### src/rtl/cpu_regfile_pkg.sv
package cpu_regfile_pkg;

    typedef enum logic [3:0] {
        OP_NOP         = 4'd0,
        OP_LOAD_ACC    = 4'd1,
        OP_LOAD_X      = 4'd2,
        OP_LOAD_Y      = 4'd3,
        OP_ACC_TO_X    = 4'd4,
        OP_ACC_TO_Y    = 4'd5,
        OP_X_TO_ACC    = 4'd6,
        OP_Y_TO_ACC    = 4'd7,
        OP_ACC_TO_DP   = 4'd8,
        OP_DP_TO_ACC   = 4'd9,
        OP_ACC_TO_SP   = 4'd10,
        OP_SP_TO_ACC   = 4'd11,
        OP_SWAP_HALVES = 4'd12,
        OP_SWAP_CE     = 4'd13,
        OP_CLR_FLAGS   = 4'd14,
        OP_SET_FLAGS   = 4'd15
    } op_e;

    typedef enum logic {
        MODE_EMU    = 1'b0,
        MODE_NATIVE = 1'b1
    } mode_e;

    localparam int ST_C = 0;
    localparam int ST_Z = 1;
    localparam int ST_I = 2;
    localparam int ST_D = 3;
    localparam int ST_X = 4;
    localparam int ST_M = 5;
    localparam int ST_V = 6;
    localparam int ST_N = 7;
    localparam int ST_W = 8;

    localparam logic [ST_W-1:0] STATUS_RESET = 8'h34;

endpackage

### src/rtl/regfile_mode_fsm.sv
module regfile_mode_fsm
    import cpu_regfile_pkg::*;
(
    input  logic clk,
    input  logic rst_n,
    input  logic swap_req,
    input  logic carry_in,
    output logic emu_now,
    output logic emu_next,
    output logic carry_out
);

    mode_e state_q;
    mode_e state_d;

    // State register
    always_ff @(posedge clk or negedge rst_n) begin
        if (!rst_n) begin
            state_q <= MODE_EMU;
        end else begin
            state_q <= state_d;
        end
    end

    // Transitions: EMU_TO_NATIVE on exchange with carry 0, NATIVE_TO_EMU on exchange with carry 1
    always_comb begin
        state_d = state_q;
        unique case (state_q)
            MODE_EMU: begin
                if (swap_req && !carry_in) begin
                    state_d = MODE_NATIVE;
                end
            end
            MODE_NATIVE: begin
                if (swap_req && carry_in) begin
                    state_d = MODE_EMU;
                end
            end
        endcase
    end

    // Outputs
    always_comb begin
        emu_now   = (state_q == MODE_EMU);
        emu_next  = (state_d == MODE_EMU);
        carry_out = (state_q == MODE_EMU);
    end

endmodule

### src/rtl/regfile_nz_gen.sv
module regfile_nz_gen #(
    parameter int BYTE_W = 8
) (
    input  logic [2*BYTE_W-1:0] value,
    input  logic                wide,
    output logic                neg,
    output logic                zero
);

    localparam int WORD_W = 2 * BYTE_W;

    always_comb begin
        if (wide) begin
            neg  = value[WORD_W-1];
            zero = (value == '0);
        end else begin
            neg  = value[BYTE_W-1];
            zero = (value[BYTE_W-1:0] == '0);
        end
    end

endmodule

### src/rtl/regfile_xfer_unit.sv
module regfile_xfer_unit
    import cpu_regfile_pkg::*;
#(
    parameter int                BYTE_W      = 8,
    parameter logic [BYTE_W-1:0] EMU_SP_PAGE = 'h01
) (
    input  logic                          op_valid,
    input  op_e                           op,
    input  logic [2*BYTE_W-1:0]           wr_data,
    input  logic [BYTE_W-1:0]             a_cur,
    input  logic [BYTE_W-1:0]             b_cur,
    input  logic [1:0][2*BYTE_W-1:0]      idx_cur,
    input  logic [2*BYTE_W-1:0]           sp_cur,
    input  logic [2*BYTE_W-1:0]           dp_cur,
    input  logic [ST_W-1:0]               p_cur,
    input  logic                          emu_next,
    input  logic                          carry_from_mode,
    output logic [BYTE_W-1:0]             a_nxt,
    output logic [BYTE_W-1:0]             b_nxt,
    output logic [1:0][2*BYTE_W-1:0]      idx_nxt,
    output logic [2*BYTE_W-1:0]           sp_nxt,
    output logic [2*BYTE_W-1:0]           dp_nxt,
    output logic [ST_W-1:0]               p_nxt
);

    localparam int WORD_W = 2 * BYTE_W;
    localparam int NUM_IDX = 2;

    logic                     acc_wide;
    logic                     idx_wide;
    logic [WORD_W-1:0]        acc_word;
    logic [BYTE_W-1:0]        r_a;
    logic [BYTE_W-1:0]        r_b;
    logic [1:0][WORD_W-1:0]   r_idx;
    logic [WORD_W-1:0]        r_sp;
    logic [WORD_W-1:0]        r_dp;
    logic [ST_W-1:0]          r_p;
    logic                     flag_upd;
    logic                     flag_wide;
    logic [WORD_W-1:0]        flag_val;
    logic                     flag_n;
    logic                     flag_z;

    assign acc_wide = !p_cur[ST_M];
    assign idx_wide = !p_cur[ST_X];
    assign acc_word = {b_cur, a_cur};

    // Stage 1: operation result before flags and mode constraints
    always_comb begin
        r_a       = a_cur;
        r_b       = b_cur;
        r_idx     = idx_cur;
        r_sp      = sp_cur;
        r_dp      = dp_cur;
        r_p       = p_cur;
        flag_upd  = 1'b0;
        flag_wide = 1'b0;
        flag_val  = '0;
        if (op_valid) begin
            unique case (op)
                OP_NOP: begin
                end
                OP_LOAD_ACC: begin
                    r_a = wr_data[BYTE_W-1:0];
                    if (acc_wide) r_b = wr_data[WORD_W-1:BYTE_W];
                    flag_upd  = 1'b1;
                    flag_wide = acc_wide;
                    flag_val  = wr_data;
                end
                OP_LOAD_X, OP_LOAD_Y: begin
                    flag_upd  = 1'b1;
                    flag_wide = idx_wide;
                    flag_val  = idx_wide ? wr_data
                                         : {{BYTE_W{1'b0}}, wr_data[BYTE_W-1:0]};
                    r_idx[(op == OP_LOAD_Y) ? 1 : 0] = flag_val;
                end
                OP_ACC_TO_X, OP_ACC_TO_Y: begin
                    flag_upd  = 1'b1;
                    flag_wide = idx_wide;
                    flag_val  = idx_wide ? acc_word : {{BYTE_W{1'b0}}, a_cur};
                    r_idx[(op == OP_ACC_TO_Y) ? 1 : 0] = flag_val;
                end
                OP_X_TO_ACC, OP_Y_TO_ACC: begin
                    flag_upd  = 1'b1;
                    flag_wide = acc_wide;
                    flag_val  = idx_cur[(op == OP_Y_TO_ACC) ? 1 : 0];
                    r_a = flag_val[BYTE_W-1:0];
                    if (acc_wide) r_b = flag_val[WORD_W-1:BYTE_W];
                end
                OP_ACC_TO_DP: begin
                    r_dp      = acc_word;
                    flag_upd  = 1'b1;
                    flag_wide = 1'b1;
                    flag_val  = acc_word;
                end
                OP_DP_TO_ACC: begin
                    {r_b, r_a} = dp_cur;
                    flag_upd   = 1'b1;
                    flag_wide  = 1'b1;
                    flag_val   = dp_cur;
                end
                OP_ACC_TO_SP: begin
                    r_sp = acc_word;
                end
                OP_SP_TO_ACC: begin
                    {r_b, r_a} = sp_cur;
                    flag_upd   = 1'b1;
                    flag_wide  = 1'b1;
                    flag_val   = sp_cur;
                end
                OP_SWAP_HALVES: begin
                    r_a       = b_cur;
                    r_b       = a_cur;
                    flag_upd  = 1'b1;
                    flag_wide = 1'b0;
                    flag_val  = {{BYTE_W{1'b0}}, b_cur};
                end
                OP_SWAP_CE: begin
                    r_p[ST_C] = carry_from_mode;
                end
                OP_CLR_FLAGS: begin
                    r_p = p_cur & ~wr_data[ST_W-1:0];
                end
                OP_SET_FLAGS: begin
                    r_p = p_cur | wr_data[ST_W-1:0];
                end
            endcase
        end
    end

    regfile_nz_gen #(
        .BYTE_W (BYTE_W)
    ) u_nz (
        .value (flag_val),
        .wide  (flag_wide),
        .neg   (flag_n),
        .zero  (flag_z)
    );

    // Stage 2: flag update and mode constraints
    always_comb begin
        a_nxt   = r_a;
        b_nxt   = r_b;
        dp_nxt  = r_dp;
        sp_nxt  = r_sp;
        p_nxt   = r_p;
        if (flag_upd) begin
            p_nxt[ST_N] = flag_n;
            p_nxt[ST_Z] = flag_z;
        end
        if (emu_next) begin
            p_nxt[ST_M]                = 1'b1;
            p_nxt[ST_X]                = 1'b1;
            sp_nxt[WORD_W-1:BYTE_W]    = EMU_SP_PAGE;
        end
    end

    for (genvar k = 0; k < NUM_IDX; k++) begin : g_idx_clip
        always_comb begin
            idx_nxt[k] = r_idx[k];
            if (p_nxt[ST_X]) begin
                idx_nxt[k][WORD_W-1:BYTE_W] = '0;
            end
        end
    end

endmodule

### src/rtl/cpu_regfile.sv
module cpu_regfile
    import cpu_regfile_pkg::*;
#(
    parameter int                BYTE_W      = 8,
    parameter logic [BYTE_W-1:0] EMU_SP_PAGE = 'h01,
    parameter logic [BYTE_W-1:0] SP_RESET_LO = '1
) (
    input  logic                  clk,
    input  logic                  rst_n,
    input  logic                  op_valid,
    input  logic [3:0]            op_sel,
    input  logic [2*BYTE_W-1:0]   wr_data,
    output logic [2*BYTE_W-1:0]   acc_full,
    output logic [2*BYTE_W-1:0]   acc_out,
    output logic [2*BYTE_W-1:0]   x_out,
    output logic [2*BYTE_W-1:0]   y_out,
    output logic [2*BYTE_W-1:0]   sp_out,
    output logic [2*BYTE_W-1:0]   dp_out,
    output logic [7:0]            status_out,
    output logic                  emu_out
);

    localparam int WORD_W  = 2 * BYTE_W;
    localparam int NUM_IDX = 2;

    op_e                     op;
    logic [BYTE_W-1:0]       a_q, a_d;
    logic [BYTE_W-1:0]       b_q, b_d;
    logic [1:0][WORD_W-1:0]  idx_q, idx_d;
    logic [WORD_W-1:0]       sp_q, sp_d;
    logic [WORD_W-1:0]       dp_q, dp_d;
    logic [ST_W-1:0]         p_q, p_d;
    logic                    emu_now;
    logic                    emu_next;
    logic                    carry_from_mode;

    assign op = op_e'(op_sel);

    regfile_mode_fsm u_mode (
        .clk       (clk),
        .rst_n     (rst_n),
        .swap_req  (op_valid && (op == OP_SWAP_CE)),
        .carry_in  (p_q[ST_C]),
        .emu_now   (emu_now),
        .emu_next  (emu_next),
        .carry_out (carry_from_mode)
    );

    regfile_xfer_unit #(
        .BYTE_W      (BYTE_W),
        .EMU_SP_PAGE (EMU_SP_PAGE)
    ) u_xfer (
        .op_valid        (op_valid),
        .op              (op),
        .wr_data         (wr_data),
        .a_cur           (a_q),
        .b_cur           (b_q),
        .idx_cur         (idx_q),
        .sp_cur          (sp_q),
        .dp_cur          (dp_q),
        .p_cur           (p_q),
        .emu_next        (emu_next),
        .carry_from_mode (carry_from_mode),
        .a_nxt           (a_d),
        .b_nxt           (b_d),
        .idx_nxt         (idx_d),
        .sp_nxt          (sp_d),
        .dp_nxt          (dp_d),
        .p_nxt           (p_d)
    );

    always_ff @(posedge clk or negedge rst_n) begin
        if (!rst_n) begin
            a_q  <= '0;
            b_q  <= '0;
            sp_q <= {EMU_SP_PAGE, SP_RESET_LO};
            dp_q <= '0;
            p_q  <= STATUS_RESET;
        end else begin
            a_q  <= a_d;
            b_q  <= b_d;
            sp_q <= sp_d;
            dp_q <= dp_d;
            p_q  <= p_d;
        end
    end

    for (genvar k = 0; k < NUM_IDX; k++) begin : g_idx_reg
        always_ff @(posedge clk or negedge rst_n) begin
            if (!rst_n) begin
                idx_q[k] <= '0;
            end else begin
                idx_q[k] <= idx_d[k];
            end
        end
    end

    always_comb begin
        acc_full   = {b_q, a_q};
        acc_out    = p_q[ST_M] ? {{BYTE_W{1'b0}}, a_q} : {b_q, a_q};
        x_out      = idx_q[0];
        y_out      = idx_q[1];
        sp_out     = sp_q;
        dp_out     = dp_q;
        status_out = p_q;
        emu_out    = emu_now;
    end

endmodule

### config.mk
export PLATFORM = sky130hd
export DESIGN_NAME = cpu_regfile
export DESIGN_NICKNAME = d
export VERILOG_FILES = /design/src/rtl/cpu_regfile_pkg.sv /design/src/rtl/regfile_mode_fsm.sv /design/src/rtl/regfile_nz_gen.sv /design/src/rtl/regfile_xfer_unit.sv /design/src/rtl/cpu_regfile.sv
export SDC_FILE = /design/constraint.sdc
export NUM_CORES = 1
export LEC_CHECK = 0
export CAP_MARGIN = 20
export CORE_MARGIN = 2
export CORE_UTILIZATION = 55
export CTS_BUF_LIST = sky130_fd_sc_hd__clkbuf_4
export DETAILED_ROUTE_END_ITERATION = 6
export GPL_ROUTABILITY_DRIVEN = 1
export PLACE_DENSITY_LB_ADDON = 0.12
export RECOVER_POWER = 50
export SYNTH_ARGS = -nofsm -noshare
export SYNTH_HDL_FRONTEND = slang
export SYNTH_SLANG_ARGS = --single-unit
### constraint.sdc
create_clock -name clk -period 4 [get_ports clk]
set_input_delay 0.4 -clock clk [delete_from_list [all_inputs] [get_ports clk]]
set_output_delay 0.4 -clock clk [all_outputs]
set_load 0.05 [all_outputs]
== Word-level counts from Yosys, hierarchy flattened ==
Index checks and enable logic that the tools add are counted.

* Flip-flop bits (word level): 89
* Word-level logic and storage cells: 123

* Reductions and logical operators: 36
* $lt $le $gt $ge: 5
* Bitwise operators: 4
* Multiplexer cells: 43
* Eq/ne operators: 20

{| class="wikitable"
|+ Operator list
! cell !! count
|-
| two-way mux 16 bit || 11
|-
| case mux 16 bit (8 select lines) || 1
|-
| < comparator 32 x 3 -> 1 bit, second input constant || 3
|-
| case mux 8 bit (5 select lines) || 2
|-
| bitwise mux 32 bit || 2
|-
| >= comparator 32 x 1 -> 1 bit, second input constant || 2
|-
| case mux 32 bit (2 select lines) || 1
|-
| two-way mux 8 bit || 6
|-
| demux 16 bit (select 1 bit) || 2
|-
| equality test 4 bit, second input constant || 8
|-
| two-way mux 32 bit || 1
|-
| AND reduction 2 bit || 10
|-
| equality test 4 x 3 -> 1 bit, second input constant || 4
|-
| zero test 16 bit || 1
|-
| case mux 7 bit (2 select lines) || 1
|-
| two-way mux 1 bit || 12
|-
| OR reduction 11 bit || 1
|-
| nonzero test 3 bit || 3
|-
| AND 8 bit || 1
|-
| equality test 4 x 2 -> 1 bit, second input constant || 2
|-
| zero test 8 bit || 1
|-
| NOT 8 bit || 1
|-
| OR 8 bit || 1
|-
| nonzero test 2 bit || 4
|-
| 15 further kinds || 27
|}

== Logic depth before layout (Yosys ltp) ==
Gate-level depths: netlist of run 1.

* Depth after elaboration: 10
* Mapped depth: 10
* Mapped depth without buffers: 7

== Hierarchy ==
Synthesis of run 1 repeated with hierarchy kept, for this count alone.

* Cells, all modules: 588
* Area total of the unflattened synthesis: 5281.3 um^2

{| class="wikitable"
|+ Modules (own cells, without submodules)
! module !! instances !! cells an instance !! area each (um^2)
|-
| regfile_xfer_unit || 1 || 468 || 2832.7
|-
| cpu_regfile || 1 || 106 || 2337.2
|-
| regfile_nz_gen || 1 || 8 || 58.8
|-
| regfile_mode_fsm || 1 || 6 || 52.6
|}

== Worst setup path before layout of run 1 ==
OpenSTA, ideal clock, no wires.

* Kind: register to register
* Start: register dp_q[13] (netlist: dp_out[13])
* End: register p_q[1] (netlist: status_out[1])
* Period minus slack after synthesis: 2.099 ns
* Arrival: 2.032 ns
* Stages on the path, launching flop included: 7
* Data required time: 3.934 ns
* Buffers on the path: 0
* Library setup time: 0.066 ns
* Setup slack: 1.901 ns
* Path through: dfrtp_1 -> or3_1 -> nor4_2 -> a311oi_1 -> or4_4 -> o31ai_2 -> a32o_2

* Longest elaborated chain between the ends: 5

{| class="wikitable"
|+ Ends and longest elaborated chain
! element !! RTL line !! source
|-
| from (decl) || cpu_regfile.sv:31 || <nowiki>logic [WORD_W-1:0] dp_q, dp_d;</nowiki>
|-
| from (signal assigned) || cpu_regfile.sv:83 || <nowiki>dp_q <= dp_d;</nowiki>
|-
| case mux 16 bit (8 select lines) || regfile_xfer_unit.sv:60 || <nowiki>unique case (op)</nowiki>
|-
| two-way mux 16 bit || regfile_xfer_unit.sv:59 || <nowiki>if (op_valid) begin</nowiki>
|-
| zero test 16 bit || regfile_nz_gen.sv:15 || <nowiki>zero = (value == '0);</nowiki>
|-
| two-way mux 1 bit || regfile_nz_gen.sv:13 || <nowiki>if (wide) begin</nowiki>
|-
| two-way mux 1 bit || regfile_xfer_unit.sv:147 || <nowiki>if (flag_upd) begin</nowiki>
|-
| to (signal assigned) || cpu_regfile.sv:84 || <nowiki>p_q <= p_d;</nowiki>
|-
| to (decl) || cpu_regfile.sv:32 || <nowiki>logic [ST_W-1:0] p_q, p_d;</nowiki>
|}

No other way between the ends.
A chain may end at the register's enable or synchronous reset.

== Worst setup path after layout of run 1 ==
* Start: input port op_sel[3]
* End: register p_q[1] (netlist: status_out[1])

* Longest elaborated chain between the ends: 10
* Elaborated cells between the ends (all ways): 39
* Those cells by class: eq/ne: 13; mux: 14; reduce/logical: 12

{| class="wikitable"
|+ Ends and longest elaborated chain
! element !! RTL line !! source
|-
| from (decl) || cpu_regfile.sv:11 || <nowiki>input logic [3:0] op_sel,</nowiki>
|-
| equality test 4 x 3 -> 1 bit || regfile_xfer_unit.sv:60, regfile_xfer_unit.sv:86 ||
|-
| two-way mux 1 bit || regfile_xfer_unit.sv:86 || <nowiki>flag_val = idx_cur[(op == OP_Y_TO_ACC) ? 1 : 0];</nowiki>
|-
| two-way mux 16 bit (3 in series) || regfile_xfer_unit.sv:86 ||
|-
| case mux 16 bit (8 select lines) || regfile_xfer_unit.sv:60 ||
|-
| two-way mux 16 bit || regfile_xfer_unit.sv:59 ||
|-
| zero test 16 bit / zero test 8 bit (equally long branches) || regfile_nz_gen.sv:15, regfile_nz_gen.sv:18 ||
|-
| two-way mux 1 bit || regfile_nz_gen.sv:13 ||
|-
| two-way mux 1 bit || regfile_xfer_unit.sv:147 ||
|}

Parallel ways exist; a longest one is shown, timed or not. The select of a mux whose other input is x is not followed.

==> flow_metrics.py, run 1 <==
metrics = {
    "sta": {
        "setup_viol": 0,
        "tightest_slew_ns": 1.85,
        "fin_worst_skew_ns": 0.0155,
        "slew_headroom": -0.236,
        "min_period_ns": 3.03,
        "final-max-slew-violation-count": 75,
        "fmax_ghz": 0.330,
        "rsz0062_at_grt": "no",
        "hold_viol": 0,
        "finalCritPeriodShare": 0.758,
        "tns_ns": 0,
    },
    "global_route": {
        "grt_max_degree": 90,
        "grt_remaining_overflow": 0,
        "grt_pass1_wl_um": 26300,
        "antenna_found_initial": 0,
        "grt_pass1_vias": 4555,
        "grt_util_all_layers": 0.340,
    },
    "logic_synthesis": {
        "syn_nets": 544,
        "seq_area_frac_synth": 0.433,
        "synth_top_area_frac": 0.372,
        "yosysMostFrequentCell": "dfrtp_1",
        "synth_async_sr_flop_share": 1.00,
        "synth.avg_cell_area_um2": 9.95,
        "synthTopCellsByArea": "dfrtp_1 37%, mux2i_1 7.0%, mux2_2 6.5%",
        "synthFlopType": "dfrtp_1",
        "syn_inst": 521,
        "synthTopCellsByCount": "77 x dfrtp_1, 60 x nor2_1, 46 x nand2_1, 36 x mux2i_1, 30 x mux2_2",
        "synth_area_um2": 5180,
        "synth_cell_types": 58,
        "synth_seq_cells": 89,
        "yosysWarnings": 0,
        "synth_edf_count": 0,
        "yosysTopAreaCell": "dfrtp_1",
    },
    "outcome": {
        "violations": "capacitance limit, slew limit",
        "outcome": "complete, but fails checks",
    },
    "detailed_routing": {
        "drc": 0,
        "firstDrtPassIters": 6,
        "wl_per_cell_um": 23.3,
        "ant_nets": 0,
        "vias_per_cell": 6.58,
        "via_count": 4871,
        "drt_iter0_drc": 523,
        "totalWireLength_um": 17200,
    },
    "setup_path": {
        "crit_type": "in2reg",
        "endpoint_kind": "flop",
        "critical_path_required_ns": 4.40,
        "worstPathMaxFanout": 23,
        "critical_path_arrival_ns": 3.43,
        "critPathLaunchType": "input port",
    },
    "clocking": {
        "cts_made_buffers": 9,
        "cts_tree": "built",
        "clkTransAtPathRegs_ns": 0.15,
        "root_buffer": "clkbuf_4",
        "clk_latency_ns": 0.44,
        "cts_buffer_depth": 2,
        "cts_num_sinks": 89,
        "htree_levels": 3,
        "post_cts_resized": 0,
    },
    "cells_and_area": {
        "drive_gt1_frac": 0.140,
        "fin_area_um2": 6550,
        "post-route-util": 0.712,
        "syn_to_final_growth_pct": 26.4,
        "nFillCells": 704,
        "finalNetCount": 647,
        "antenna_cells": 0,
    },
    "worst_hold_path": {
        "hp-class": "reg2reg",
    },
    "floorplanning": {
        "die_area_um2": 10200,
        "ios": 128,
        "core_um2": 9200,
        "rows": 35,
        "start_util": 0.564,
        "die_w_um": 101,
        "die_h_um": 101,
    },
    "pwr": {
        "ir_worst_vdd_v": 0.000425,
        "power-per-cell-area_nw_per_um2": 568,
        "pwr-share-clk": 0.141,
        "p_switching_mw": 1.80,
        "p_comb_frac": 0.476,
        "switching_share": 0.484,
        "pwr-share-seq": 0.383,
        "p_int_mw": 1.92,
        "p_leak_nw": 2.84,
    },
    "placed_design": {
        "portBuffers": 127,
        "place_area_um2": 6400,
        "hpwl_um": 12400,
        "gp_congestion": 1.04,
    },
    "run": {
        "max-cap-violations": 1,
    },
}
-- critical path, cell delays in order --
cell             delay (ns)
clkdlybuf4s50_1        1.07
nand3b_1               0.63
o22ai_1                0.24
a221oi_1               0.37
o21ai_1                0.15
o31ai_2                0.34
a32o_2                 0.21
-- power groups by stage --
stage                     sequential [mW]  combinational (mW)  clock, mW
after floorplan                      2.00               0.559          0
after global placement               1.42                1.78          0
after global routing                 1.45                1.84      0.567
after detailed placement             1.43                1.80          0
after CTS                            1.42                1.81      0.525
final                                1.43                1.77      0.524
-- area by class of cell --
type,count,area [um^2],share of cell area
clock buffers,10,75.1,0.0115
flip-flops and latches,89,2240,0.342
clock inverters,6,67.6,0.0103
well taps,111,139,0.0212
repair buffers,136,1350,0.205
inverters,7,26.3,0.00401
multi-input cells,381,2660,0.405
-- per-stage QoR --
step                hold WS (ns)  setup WS (ns)  cells  power, mW
finish                     0.493          0.968    740       3.72
global route               0.533          0.717    740       3.86
CTS                        0.190           1.07    738       3.75
detailed placement         0.475          0.603    722       3.23
global placement           0.471          0.552    721       3.20
floorplan                  0.104           1.90    521       2.56
-- layout by cell type (no fill, tap or decap), drive strengths merged, types with 4 or more instances in the layout --
master / instances
o22ai: 10
a21oi: 22
mux2i: 36
nor2b: 14
o21ai: 18
nand2b: 4
dfstp: 12
dfrtp: 77
and3: 4
a221o: 7
nand2: 47
dlygate4sd3: 53
a222oi: 5
or4: 4
a22oi: 23
inv: 8
clkbuf: 12
a31oi: 8
nand3: 5
nor4: 6
clkdlybuf4s50: 74
buf: 7
a22o: 11
o2bb2ai: 6
nor3: 8
nand3b: 10
nor2: 61
mux2: 38
-- registers in the layout (all words and copies together) (netlist names) --
signal	cells
y_out	16
dp_out	16
x_out	16
sp_out	16
a_q	8
status_out	8
b_q	8
u_mode.state_q	1
-- routing by layer --
layer,track usage,routed length [um],vias up
met1,0.510,7460,2376
met4,0.0988,374,0
met3,0.0881,1950,28
li1,-,-,2135
met5,0,0,-
met2,0.485,7420,332
-- kinds of logic after synthesis --
family / Yosys count / synth area share
buf+inv: 51 / 0.0550
mux: 74 / 0.158
compound gates: 135 / 0.192
flops: 89 / 0.433
simple gates: 172 / 0.162
-- timing repair --
action                                 4_1_cts  5_1_grt
endpoints found under the hold margin        0       15
hold buffers                                 0        1
setup buffers                                0        0
-- path summary, 6_finish.rpt --
kind,from,end,slack [ns],cells after the start
hold reg to reg,status_out[2],status_out[2],0.49,2
setup reg to reg,dp_out[13],status_out[1],1.82,6
setup / recovery,op_sel[3],status_out[1],0.97,7
max in group asynchronous,rst_n,dp_out[2],1.17,3
hold / removal,status_out[2],status_out[2],0.49,2
min in group asynchronous,rst_n,b_q[0],0.54,2
Power figures use the tool's default switching activity.
==> inputs of run 2 (changes only) <==
CORE_UTILIZATION = 51   (was 55)
clock period = 2.85 ns   (was 4 ns; I/O delays follow)
==> flow_metrics.py, run 2 (synthesized netlist as in run 1, its figures left out) <==
metrics = {
    "outcome": {
        "outcome": "complete, no violations",
    },
    "worst_hold_path": {
        "min_to": "status_out[6]",
        "hp-class": "reg2reg",
        "holdPathStages": 2,
        "min-delay-start": "status_out[6]",
    },
    "clocking": {
        "cts_num_sinks": 89,
        "cts_buffer_depth": 2,
        "postCtsSetupRepairBufs": 0,
        "root_buffer": "clkbuf_4",
        "htree_levels": 3,
        "cts_made_buffers": 9,
        "post_cts_resized": 0,
        "clkTransAtPathRegs_ns": 0.15,
        "clk_latency_ns": 0.45,
        "cts_tree": "built",
    },
    "detailed_routing": {
        "via_count": 4875,
        "vias_per_cell": 6.24,
        "drt_iter0_drc": 495,
        "ant_nets": 0,
        "totalWireLength_um": 17400,
        "firstDrtPassIters": 5,
        "wl_per_cell_um": 22.2,
        "drc": 0,
    },
    "pwr": {
        "power-per-cell-area_nw_per_um2": 779,
        "total_power_mw": 5.21,
        "ir_worst_vdd_v": 0.000608,
        "p_leak_nw": 2.85,
    },
    "sta": {
        "hold_viol": 0,
        "slew_headroom": 0.241,
        "finalCritPeriodShare": 0.887,
        "fmax_ghz": 0.396,
        "final-max-slew-violation-count": 0,
        "fin_worst_skew_ns": 0.0169,
        "tightest_slew_ns": 1.14,
        "min_period_ns": 2.53,
        "rsz0062_at_grt": "no",
        "tns_ns": 0,
        "setup_viol": 0,
    },
    "cells_and_area": {
        "antenna_cells": 0,
        "drive_gt1_frac": 0.160,
        "syn_to_final_growth_pct": 29.0,
        "mostFrequentLayoutCell": "clkdlybuf4s50_1",
        "final_cell_mix": "109 x clkdlybuf4s50_1, 77 x dfrtp_1, 60 x nor2_1",
        "finalNetCount": 666,
    },
    "setup_path": {
        "reg2reg_to": "status_out[1]",
        "reg2reg_from": "dp_out[13]",
        "endpoint_kind": "flop",
        "critPathLaunchType": "input port",
        "critical_path_required_ns": 3.25,
        "worst-path-buf-inv": 5,
        "cpMaxStageDelayCell": "clkbuf_1",
        "cpLargestDelayFamily": "buffers and inverters",
        "critical_path_arrival_ns": 2.92,
        "r2r_slack_ns": 0.70,
        "r2r_cells": 6,
        "critPathMaxStageDelay_ns": 0.83,
        "crit_chain": "dlygate4sd3_1 -> buf_12 -> inv_1 -> clkbuf_2 -> nand4_1 -> clkbuf_1 -> mux2_2",
        "crit_type": "in2reg",
        "worstPathMaxFanout": 30,
    },
    "floorplanning": {
        "start_util": 0.528,
        "core_um2": 9820,
        "die_area_um2": 11000,
        "rows": 36,
        "die_w_um": 105,
        "die_h_um": 105,
        "ios": 128,
    },
    "placed_design": {
        "portBuffers": 127,
        "gp_congestion": 0.983,
        "hpwl_um": 12800,
    },
    "global_route": {
        "grt_pass1_wl_um": 27000,
        "grt_max_degree": 90,
        "grt_remaining_overflow": 0,
        "grt_util_all_layers": 0.317,
        "antenna_found_initial": 0,
        "grt_pass1_vias": 4659,
    },
    "run": {
        "max-cap-violations": 0,
    },
}
## run 2: cell count changes in the layout (fill, tap and decap cells not counted), sizes merged
cell / previous run / this run
clkinvlp: 3 / 0
clkinv: 1 / 4
clkbuf: 12 / 15
clkdlybuf4s50: 74 / 109
buf: 7 / 22
bufinv: 1 / 0
inv: 8 / 10
dlygate4sd3: 53 / 18
## run 2: area by class of cell
class | instances | area (um^2)
tap | 133 | 166
clock buffer | 9 | 67.6
fill | 822 | 3130
clock inverter | 7 | 53.8
timing repair buffer | 155 | 1480
sequential | 89 | 2240
multi-input combinational | 381 | 2660
inverter | 7 | 26.3
## run 2: where the power goes
part,switching (mW),leakage [nW],internal [mW],total (mW)
registers,0.428,1.11,1.57,2.00
logic,1.65,1.67,0.900,2.55
clock network,0.468,0.0711,0.189,0.657
## run 2: worst max-delay path by stage
stage                    start            end  slack, ns  cells after the start
global route         op_sel[0]      sp_out[7]       0.23                      7
detailed placement   op_sel[2]  status_out[1]       0.21                      8
floorplan           dp_out[13]  status_out[1]       0.75                      6
global placement     op_sel[2]  status_out[1]       0.18                      8
CTS                     b_q[3]    acc_out[11]       0.45                      2
finish               op_sel[0]      sp_out[7]       0.32                      7
## run 2: per-layer routing
layer,vias up,routed length [um],global-route usage
met5,-,0,0
met4,0,316,0.0819
met3,31,1670,0.0624
met2,293,7660,0.468
met1,2363,7730,0.477
li1,2188,-,-
## run 2: metrics by stage
step | worst slack (ns) | hold slack, ns | util | cells | instance area [um^2]
finish | 0.323 | 0.516 | 0.681 | 781 | 6690
floorplan | 0.751 | -0.0106 | - | 521 | 5180
global route | 0.231 | 0.533 | 0.681 | 781 | 6690
detailed placement | 0.213 | 0.489 | 0.669 | 763 | 6570
global placement | 0.181 | 0.461 | 0.669 | 763 | 6570
CTS | 0.446 | 0.0618 | 0.681 | 779 | 6690
## run 2: timing repair
action	4_1_cts	5_1_grt
hold buffers	0	1
endpoints found under the setup margin	0	0
hold endpoints to repair	0	40
## run 2: worst register-to-register path: cells and delay by family (launching register included)
family          cells  cell delay (ns)
flops               1             0.45
simple gates        3             1.09
compound gates      3             0.57
==> inputs of run 3 (changes only) <==
ABC_CLOCK_PERIOD_IN_PS = 2850   (was not set)
CORE_UTILIZATION = 52   (was 51)
CTS_CLUSTER_SIZE = 25   (was not set)
SYNTH_HIERARCHICAL = 1   (was not set)
==> flow_metrics.py, run 3 <==
metrics = {
    "outcome": {
        "outcome": "complete, no violations",
    },
    "floorplanning": {
        "ios": 128,
        "core_um2": 9820,
        "rows": 36,
        "die_area_um2": 11000,
        "die_w_um": 105,
        "start_util": 0.538,
        "die_h_um": 105,
    },
    "clocking": {
        "cts_made_buffers": 9,
        "cts_tree": "built",
        "postCtsSetupRepairBufs": 0,
        "cts_buffer_depth": 2,
        "root_buffer": "clkbuf_4",
        "post_cts_resized": 0,
        "cts_num_sinks": 89,
        "clk_latency_ns": 0.45,
        "htree_levels": 3,
        "cts_hold_buf": 0,
        "clkTransAtPathRegs_ns": 0.14,
    },
    "sta": {
        "hold_viol": 0,
        "hold_ws_ns": 0.385,
        "slew_headroom": 0.136,
        "fin_worst_skew_ns": 0.0184,
        "fmax_ghz": 0.391,
        "finalCritPeriodShare": 0.897,
        "final-max-slew-violation-count": 0,
        "tns_ns": 0,
        "rsz0062_at_grt": "no",
        "setup_viol": 0,
        "tightest_slew_ns": 1.30,
        "min_period_ns": 2.56,
    },
    "global_route": {
        "grt_pass1_wl_um": 27600,
        "grt_util_all_layers": 0.322,
        "grt_remaining_overflow": 0,
        "antenna_found_initial": 0,
        "grt_max_degree": 90,
        "grt_pass1_vias": 4978,
    },
    "placed_design": {
        "dp.cells": 813,
        "gp_congestion": 0.974,
        "portBuffers": 127,
        "hpwl_um": 12900,
    },
    "cells_and_area": {
        "final_cells": 831,
        "drive_gt1_frac": 0.113,
        "syn_to_final_growth_pct": 26.2,
        "finalNetCount": 716,
        "final_cell_mix": "114 x clkdlybuf4s50_1, 77 x dfrtp_1, 74 x nand2_1",
        "multiInputGateArea_um2": 2670,
        "mostFrequentLayoutCell": "clkdlybuf4s50_1",
        "final-seq-area_um2": 2240,
        "antenna_cells": 0,
        "nFillCells": 831,
    },
    "pwr": {
        "ir_worst_vdd_v": 0.000342,
        "power-per-cell-area_nw_per_um2": 637,
        "p_leak_nw": 2.66,
    },
    "setup_path": {
        "critPathLaunchType": "input port",
        "worstPathMaxFanout": 25,
        "critical_path_required_ns": 3.20,
        "endpoint_kind": "flop",
        "critical_path_arrival_ns": 2.90,
        "cpMaxStageDelayCell": "nand2_1",
        "crit_type": "in2reg",
        "crit_start": "op_sel[0]",
        "worst-path-buf-inv": 3,
        "reg2reg_from": "b_q[6]",
        "cpLargestDelayFamily": "buffers and inverters",
        "critPathMaxStageDelay_ns": 0.61,
        "crit_chain": "dlygate4sd3_1 -> buf_4 -> nor4b_4 -> clkbuf_1 -> nand2_1 -> mux2_2",
    },
    "run": {
        "max-cap-violations": 0,
    },
    "detailed_routing": {
        "drc": 0,
        "ant_nets": 0,
        "wl_per_cell_um": 21.7,
        "drt_iter0_drc": 512,
        "firstDrtPassIters": 5,
        "totalWireLength_um": 18000,
        "vias_per_cell": 6.32,
        "via_count": 5248,
    },
    "logic_synthesis": {
        "syn_nets": 611,
        "synth_cell_types": 53,
        "synth_top_area_frac": 0.365,
        "synth.avg_cell_area_um2": 8.98,
        "synth_edf_count": 0,
        "synthTopCellsByArea": "dfrtp_1 36%, dfstp_2 6.0%, a21oi_1 5.7%",
        "yosysWarnings": 6,
        "synth_area_um2": 5280,
        "syn_inst": 588,
        "seq_area_frac_synth": 0.425,
        "synthTopCellsByCount": "77 x dfrtp_1, 73 x nand2_1, 60 x a21oi_1, 57 x nor2_1, 35 x o21ai_0",
        "yosysMostFrequentCell": "dfrtp_1",
        "synth_async_sr_flop_share": 1.00,
        "synthFlopType": "dfrtp_1",
        "yosysTopAreaCell": "dfrtp_1",
        "synth_seq_cells": 89,
    },
    "worst_hold_path": {
        "min-delay-start": "op_sel[1]",
        "hp-class": "in2reg",
    },
}
run 3: cell types whose count changed after synthesis, sizes merged, moves of 9 or more:
cell	previous run	this run
nand2	47	74
a21oi	22	69
nand3b	10	19
o21ai	18	36
a22oi	23	11
o22ai	10	1
mux2	38	16
clkbuf	9	19
a31oi	8	33
mux2i	36	27
run 3: through the flow:
stage | area [um^2] | power, mW | worst slack (ns) | util
6_report | 6670 | 4.25 | 0.294 | 0.679
5_1_grt | 6670 | 4.40 | 0.217 | 0.679
4_1_cts | 6680 | 4.25 | 0.388 | 0.680
3_5_place_dp | 6570 | 3.62 | 0.0586 | 0.669
3_3_place_gp | 6570 | 3.60 | 0.0244 | 0.669
2_1_floorplan | 5280 | 2.91 | 0.617 | -
run 3: cells by family (layout without fill, tap and decap cells):
logic type	after synthesis	in the layout	share of synthesized area
and+or+nand+nor	201	201	0.193
muxes	43	43	0.0853
xor gates and xnor gates	1	1	0.00166
AOI/OAI and AO/OA	188	188	0.226
DFF	89	89	0.425
buffers and inverters	66	176	0.0687
run 3: where the power goes:
group	total (mW)	switching [mW]	leakage (nW)	internal (mW)
combinational	1.85	1.25	1.47	0.604
sequential	1.75	0.269	1.13	1.48
clock	0.650	0.444	0.0610	0.205
run 3: area by class of cell:
type                    instances  share of cell area
multi-input cells             433               0.400
inverters                      11             0.00619
flip-flops and latches         89               0.336
repair buffers                149               0.215
well taps                     133              0.0250
clock inverters                 4             0.00357
clock buffers                  12              0.0135
run 3: tightest hold or removal path, delay by kind of cell:
family	cells	cell delay, ns
AND/OR/NAND/NOR	1	0.21
AO/OA/AOI/OAI	1	0.10
buffers and inverters	1	0.21
run 3: worst paths after layout:
path | endpoint | slack (ns) | cells past startpoint
hold / removal | flop | 0.38 | 3
min in group asynchronous | a_q[5] | 0.55 | 2
max in group asynchronous | y_out[11] | 0.62 | 3
setup / recovery | dp_out[11] | 0.29 | 6
hold reg to reg | sp_out[3] | 0.50 | 2
setup reg to reg | status_out[1] | 0.68 | 8
run 3: routing by layer:
metal	vias to the layer above	track usage	share of wire
li1	2331	-	-
met1	2560	0.424	0.41
met2	313	0.530	0.49
met3	44	0.0555	0.073
met4	0	0.128	0.028
met5	-	0	0
